<file path="config.mk">
export PLATFORM = sky130hd
export DESIGN_NAME = xfer_seq
export DESIGN_NICKNAME = d
export VERILOG_FILES = /design/src/rtl/xseq_pkg.sv /design/src/rtl/xseq_step.sv /design/src/rtl/xseq_side.sv /design/src/rtl/xfer_seq.sv
export SDC_FILE = /design/constraint.sdc
export NUM_CORES = 1
export LEC_CHECK = 0
export ABC_CLOCK_PERIOD_IN_PS = 4810
export BUFFER_PORTS_ARGS = -buffer_cell sky130_fd_sc_hd__buf_2
export CORE_MARGIN = 5
export CORE_UTILIZATION = 30
export DETAILED_ROUTE_END_ITERATION = 6
export PLACE_DENSITY = 0.55
export SYNTH_ARGS = -nofsm -noshare
export SYNTH_HDL_FRONTEND = slang
export SYNTH_SLANG_ARGS = --single-unit
</file>
<file path="constraint.sdc">
create_clock -name clk -period 4.81 [get_ports clk]
set_input_delay 0.962 -clock clk [delete_from_list [all_inputs] [get_ports clk]]
set_output_delay 0.962 -clock clk [all_outputs]
set_load 0.02 [all_outputs]
</file>
<file path="src/rtl/xseq_pkg.sv">
package xseq_pkg;

  typedef enum logic [1:0] {
    XM_NORMAL = 2'b00,
    XM_REPEAT = 2'b01,
    XM_BLOCK  = 2'b10,
    XM_BAD    = 2'b11
  } xmode_e;

  typedef enum logic [1:0] {
    ST_IDLE,
    ST_RD,
    ST_WR,
    ST_HOLD
  } state_e;

  // field positions follow the mode byte (MSB first)
  typedef struct packed {
    logic [1:0] src_am;
    logic [1:0] dst_am;
    xmode_e     xmode;
    logic       area_src;
    logic       word;
  } mode_t;

endpackage

</file>
<file path="src/rtl/xseq_step.sv">
module xseq_step #(
  parameter int AW = 16
) (
  input  logic [AW-1:0] addr,
  input  logic [1:0]    am,
  input  logic          word,
  output logic [AW-1:0] nxt
);
  logic [AW-1:0] stepv;

  always_comb begin
    stepv = word ? AW'(2) : AW'(1);
    if (!am[1])       nxt = addr;
    else if (!am[0])  nxt = addr + stepv;
    else              nxt = addr - stepv;
  end
endmodule

</file>
<file path="src/rtl/xseq_side.sv">
module xseq_side #(
  parameter int AW = 16
) (
  input  logic          clk,
  input  logic          rst_n,
  input  logic          load,
  input  logic [AW-1:0] load_addr,
  input  logic          adv,
  input  logic          restore,
  input  logic [1:0]    am,
  input  logic          word,
  output logic [AW-1:0] cur
);
  logic [AW-1:0] cur_q, base_q, stepped;

  xseq_step #(.AW(AW)) u_step (
    .addr (cur_q),
    .am   (am),
    .word (word),
    .nxt  (stepped)
  );

  always_ff @(posedge clk or negedge rst_n) begin
    if (!rst_n) begin
      cur_q  <= '0;
      base_q <= '0;
    end else if (load) begin
      cur_q  <= load_addr;
      base_q <= load_addr;
    end else if (adv) begin
      cur_q  <= restore ? base_q : stepped;
    end
  end

  assign cur = cur_q;

  // fixed stepping keeps the address across a completed unit
  assert_fixed_hold_R2: assert property (@(posedge clk) disable iff (!rst_n)
    (adv && !restore && !am[1] && !load) |=> (cur_q == $past(cur_q)));

endmodule

</file>
<file path="src/rtl/xfer_seq.sv">
module xfer_seq
  import xseq_pkg::*;
#(
  parameter int AW = 16,
  parameter int DW = 16,
  parameter int CW = 16,
  parameter int LW = 8
) (
  input  logic          clk,
  input  logic          rst_n,
  input  logic          cfg_load,
  input  logic [7:0]    cfg_mode,
  input  logic [AW-1:0] cfg_src,
  input  logic [AW-1:0] cfg_dst,
  input  logic [CW-1:0] cfg_count,
  input  logic [LW-1:0] cfg_len,
  input  logic          start,
  input  logic          stop,
  output logic          busy,
  output logic          done,
  output logic          err,
  output logic          rd_valid,
  input  logic          rd_ready,
  output logic [AW-1:0] rd_addr,
  output logic          rd_word,
  input  logic [DW-1:0] rd_data,
  output logic          wr_valid,
  input  logic          wr_ready,
  output logic [AW-1:0] wr_addr,
  output logic          wr_word,
  output logic [DW-1:0] wr_data
);
  localparam int NSIDE = 2;
  localparam int SRC   = 0;
  localparam int DST   = 1;

  state_e        state_q;
  mode_t         mode_q;
  logic [CW-1:0] cnt_q, cnt_dec;
  logic [LW-1:0] len_q, rcnt_q, rcnt_dec;
  logic [DW-1:0] data_q;
  logic          done_q, err_q, stop_q;

  logic          load_ok, wr_hs, unit_wrap, area_evt, stop_any, fin, hold;
  logic [AW-1:0] side_addr [NSIDE];
  logic [AW-1:0] side_init [NSIDE];
  logic [1:0]    side_am   [NSIDE];
  logic          side_rst  [NSIDE];

  assign load_ok   = cfg_load && (state_q == ST_IDLE);
  assign wr_hs     = (state_q == ST_WR) && wr_ready;
  assign cnt_dec   = cnt_q - CW'(1);
  assign rcnt_dec  = rcnt_q - LW'(1);
  assign unit_wrap = (rcnt_dec == '0);
  assign area_evt  = wr_hs && unit_wrap &&
                     (mode_q.xmode == XM_REPEAT || mode_q.xmode == XM_BLOCK);
  assign stop_any  = stop_q || stop;

  assign side_init[SRC] = cfg_src;
  assign side_init[DST] = cfg_dst;
  assign side_am[SRC]   = mode_q.src_am;
  assign side_am[DST]   = mode_q.dst_am;
  assign side_rst[SRC]  = area_evt && mode_q.area_src;
  assign side_rst[DST]  = area_evt && !mode_q.area_src;

  for (genvar g = 0; g < NSIDE; g++) begin : g_side
    xseq_side #(.AW(AW)) u_side (
      .clk       (clk),
      .rst_n     (rst_n),
      .load      (load_ok),
      .load_addr (side_init[g]),
      .adv       (wr_hs),
      .restore   (side_rst[g]),
      .am        (side_am[g]),
      .word      (mode_q.word),
      .cur       (side_addr[g])
    );
  end

  // end-of-unit decision
  always_comb begin
    fin  = stop_any;
    hold = 1'b0;
    unique case (mode_q.xmode)
      XM_NORMAL: fin = stop_any || (cnt_dec == '0);
      XM_BLOCK: begin
        fin  = stop_any || (unit_wrap && cnt_dec == '0);
        hold = unit_wrap && !fin;
      end
      default: ;
    endcase
  end

  always_ff @(posedge clk or negedge rst_n) begin
    if (!rst_n) begin
      state_q <= ST_IDLE;
      mode_q  <= '0;
      cnt_q   <= '0;
      len_q   <= '0;
      rcnt_q  <= '0;
      data_q  <= '0;
      done_q  <= 1'b0;
      err_q   <= 1'b0;
      stop_q  <= 1'b0;
    end else begin
      unique case (state_q)
        ST_IDLE: begin
          stop_q <= 1'b0;
          if (load_ok) begin
            mode_q <= mode_t'(cfg_mode);
            cnt_q  <= cfg_count;
            len_q  <= cfg_len;
            rcnt_q <= cfg_len;
            done_q <= 1'b0;
            err_q  <= 1'b0;
          end else if (start) begin
            if (mode_q.xmode == XM_BAD) begin
              err_q <= 1'b1;
            end else if (mode_q.xmode != XM_REPEAT && cnt_q == '0) begin
              done_q <= 1'b1;
            end else begin
              done_q  <= 1'b0;
              rcnt_q  <= len_q;
              state_q <= ST_RD;
            end
          end
        end
        ST_RD: begin
          if (stop) stop_q <= 1'b1;
          if (rd_ready) begin
            data_q  <= rd_data;
            state_q <= ST_WR;
          end
        end
        ST_WR: begin
          if (stop) stop_q <= 1'b1;
          if (wr_ready) begin
            if (mode_q.xmode != XM_NORMAL)
              rcnt_q <= unit_wrap ? len_q : rcnt_dec;
            if (mode_q.xmode == XM_NORMAL ||
                (mode_q.xmode == XM_BLOCK && unit_wrap))
              cnt_q <= cnt_dec;
            if (fin) begin
              state_q <= ST_IDLE;
              done_q  <= 1'b1;
            end else if (hold) begin
              state_q <= ST_HOLD;
            end else begin
              state_q <= ST_RD;
            end
          end
        end
        ST_HOLD: begin
          if (stop) begin
            state_q <= ST_IDLE;
            done_q  <= 1'b1;
          end else if (start) begin
            state_q <= ST_RD;
          end
        end
        default: state_q <= ST_IDLE;
      endcase
    end
  end

  assign busy     = (state_q != ST_IDLE);
  assign done     = done_q;
  assign err      = err_q;
  assign rd_valid = (state_q == ST_RD);
  assign wr_valid = (state_q == ST_WR);
  assign rd_word  = mode_q.word;
  assign wr_word  = mode_q.word;
  assign wr_data  = data_q;
  assign rd_addr  = {side_addr[SRC][AW-1:1], side_addr[SRC][0] & ~mode_q.word};
  assign wr_addr  = {side_addr[DST][AW-1:1], side_addr[DST][0] & ~mode_q.word};

  assert_one_beat_R3: assert property (@(posedge clk) disable iff (!rst_n)
    !(rd_valid && wr_valid));
  assert_rd_hold_R3: assert property (@(posedge clk) disable iff (!rst_n)
    (rd_valid && !rd_ready) |=> (rd_valid && $stable(rd_addr)));
  assert_wr_hold_R3: assert property (@(posedge clk) disable iff (!rst_n)
    (wr_valid && !wr_ready) |=> (wr_valid && $stable(wr_addr) && $stable(wr_data)));
  assert_wr_after_rd_R3: assert property (@(posedge clk) disable iff (!rst_n)
    $rose(wr_valid) |-> $past(rd_valid && rd_ready));
  assert_err_idle_R9: assert property (@(posedge clk) disable iff (!rst_n)
    err |-> !busy);
  assert_done_idle_R5: assert property (@(posedge clk) disable iff (!rst_n)
    done |-> !busy);

endmodule

</file>
==> metrics <==
post-synth cell types 78; PortBufs 141; die area about 30,000 µm²; #FFs+latches synth roughly 130; Post-CTS Hold Fix Bufs 0; f_max around 0.30 GHz; Initial Utilization 0.3059; drt drc 0; Resize count post-CTS 0; die width around 170 µm; Tot GR Track Use 0.1481; yosys warns 0; Clock Skew 18.65 ps; Die H between 150 and 200 µm; Final TNS setup 0 ps; Final WS setup approximately 1500 ps; Layout area overhead 17.06%; unrepaired setup endpoints after global routing no; Synth top area share 0.3902; placed insts 1,345; clock tree sinks approximately 130; top cells by area, synth dfrtp_1 (39%), nand2_1 (8.8%), ha_1 (6.6%); Syn Std Cell Area 8016 µm²; critical path arrival 3630 ps; top cells by instance count after synthesis nand2_1 (188), dfrtp_1 (125), nor2_1 (64); Final Max Slew Viols 0; average wire per standard cell 16.18 µm; Final Hold Vio Count 0; first-pass GRT wire length 36,670 µm; CTS tree done; Post-CTS Setup Bufs 0; outcome complete, no violations; routed vias/inst 5.058; EDFF count, synth 0; total CTS buffers 17; Nets between 1,000 and 1,500; share of layout cells above drive strength 1 0.2102; CP startpoint kind register; Tmin final 3302 ps; initial DRC count 423; Setup crit end kind register; post-route clock period utilization 0.6864; vias in the first global route 6,992; gpl congestion ~0.83; most common flop cell mapped by yosys dfrtp_1; gr ovfl total 0; Place WS approximately 1400 ps; final setup fails 0; post-synthesis sequential area ratio 0.3902; Antenna Nets Post-Route 0; drt first pass iters 6; clock root cell clkbuf_16; Gate Count Post-Synth around 940; max cap viols 0; WP data required 5130 ps; H-tree depth 4; clk buf depth 2; worst skew pair latency roughly 420 ps; slew margin rel. 0.3549; largest net degree at the start of global routing 98; leak pwr 4.330 nW; most common cell in the netlist nand2_1; Async SR Flop Fraction 1.000; WS Path Type register to register; Post-Layout Cell Count 1,378; placed wire-length estimate between 15,000 and 20,000 µm; vias after detailed routing between 6,000 and 7,000; post-synth net total 1,069; dominant cell type by area after synthesis dfrtp_1; Hold Crit Class register to register; initial antenna violation count 3; Worst Path Max Fanout 11; drt total wl 22,290 µm; measured slew at the worst slew-check pin 965.6 ps; VDD IR max ~0.31 mV; Worst-path clk slew approximately 50 ps; core box area 26,210 µm²; Power Density 808.2 nW/µm²; Ports 142; Rows between 50 and 60; mean area per synthesized cell approximately 8.5 µm²
## sequential cells by signal (all words and copies together), names as in the netlist
signal                flops
g_side.u_side.base_q     32
g_side.u_side.cur        32
cnt_q                    16
wr_data                  16
len_q                     8
rcnt_q                    8
mode_q                    7
state_q                   2
done                      1
err                       1
rd_word                   1
stop_q                    1
## placed cells by master, fill, tap and decap left out, types with 4 or more instances in the layout
| master | n |
|---|---|
| a211oi_1 | 8 |
| a21boi_0 | 5 |
| a21o_1 | 6 |
| a21oi_1 | 49 |
| a22oi_1 | 4 |
| a31oi_1 | 17 |
| and2_1 | 4 |
| and3_1 | 7 |
| buf_2 | 140 |
| buf_4 | 6 |
| clkbuf_16 | 17 |
| clkbuf_8 | 4 |
| dfrtp_1 | 125 |
| ha_1 | 42 |
| inv_1 | 34 |
| mux2_2 | 20 |
| nand2_1 | 187 |
| nand2b_1 | 7 |
| nand3_1 | 32 |
| nand4_1 | 5 |
| nor2_1 | 64 |
| nor2b_1 | 7 |
| nor3_1 | 21 |
| nor3b_1 | 7 |
| o211ai_1 | 12 |
| o21a_1 | 4 |
| o21ai_0 | 50 |
| o21ai_1 | 11 |
| o21bai_1 | 8 |
| o22ai_1 | 13 |
| o31ai_1 | 5 |
| or3_1 | 5 |
| xnor2_1 | 19 |
| xor2_1 | 12 |
## final timing paths
path | endpoint | from | depth (start not counted) | slack [ps]
setup / recovery | g_side[1].u_side.cur[14] | rcnt_q[0] | 9 | 1510
hold / removal | g_side[1].u_side.base_q[0] | g_side[1].u_side.base_q[0] | 2 | 470
setup reg to reg | g_side[1].u_side.cur[14] | rcnt_q[0] | 9 | 1510
hold reg to reg | g_side[1].u_side.base_q[0] | g_side[1].u_side.base_q[0] | 2 | 470
max in group asynchronous | g_side[0].u_side.base_q[0] | rst_n | 2 | 3240
min in group asynchronous | g_side[0].u_side.base_q[14] | rst_n | 1 | 630
## stage by stage
stage / util / hold slack [ps] / power (mW) / cell area [µm²]
final: 0.3581 / 468.2 / 7.584 / 9384
after global routing: 0.3581 / 490.1 / 8.295 / 9384
after CTS: 0.3580 / 470.0 / 7.674 / 9382
after detailed placement: 0.3343 / 456.0 / 6.250 / 8761
after global placement: 0.3343 / 450.4 / 6.179 / 8761
after floorplan: - / 434.4 / 5.382 / 8016
## where the power goes
part           leakage (nW)  internal (mW)  switching, mW  total (mW)
Sequential             1.50           1.57          0.502        2.07
Combinational          2.53           1.76           2.39        4.15
Clock                 0.298          0.868          0.496        1.36
## cells by family (layout without fill, tap and decap cells)
family / after synthesis / after routing / share of synthesized area
other: 0 / 1 / 0
AOI/OAI and AO/OA: 232 / 232 / 0.1907
DFF: 125 / 125 / 0.3902
and+or+nand+nor: 375 / 375 / 0.2138
buffers and inverters: 109 / 213 / 0.07023
xor gates and xnor gates: 31 / 31 / 0.03387
adders and majority gates: 44 / 44 / 0.07055
muxes: 22 / 22 / 0.03059
## per-layer routing
metal	GRT usage	share of wire	wire length [µm]
met1	0.1978	0.47	10410
met2	0.2347	0.46	10200
met3	0.04776	0.064	1416
met4	0.03425	0.011	247
met5	0	0.00094	21
## cell type report
cell class,count,area (µm²)
Inverter,34,127.6
Fill cell,2749,16820
Sequential cell,125,3128
Antenna cell,1,2.502
Tap cell,335,419.2
Clock buffer,22,484.2
Timing Repair Buffer,147,757.0
Multi-Input combinational cell,704,4329
Clock inverter,10,136.4
## worst max-delay path, stage by stage, from the launching register on
cell	delay, ps
dfrtp_1	430
inv_1	100
ha_1	210
or3b_1	450
o31a_1	300
nor4_1	430
nor2b_1	830
nand3_1	150
a31o_2	230
o211ai_1	90
(Power assumes the default switching activity.)
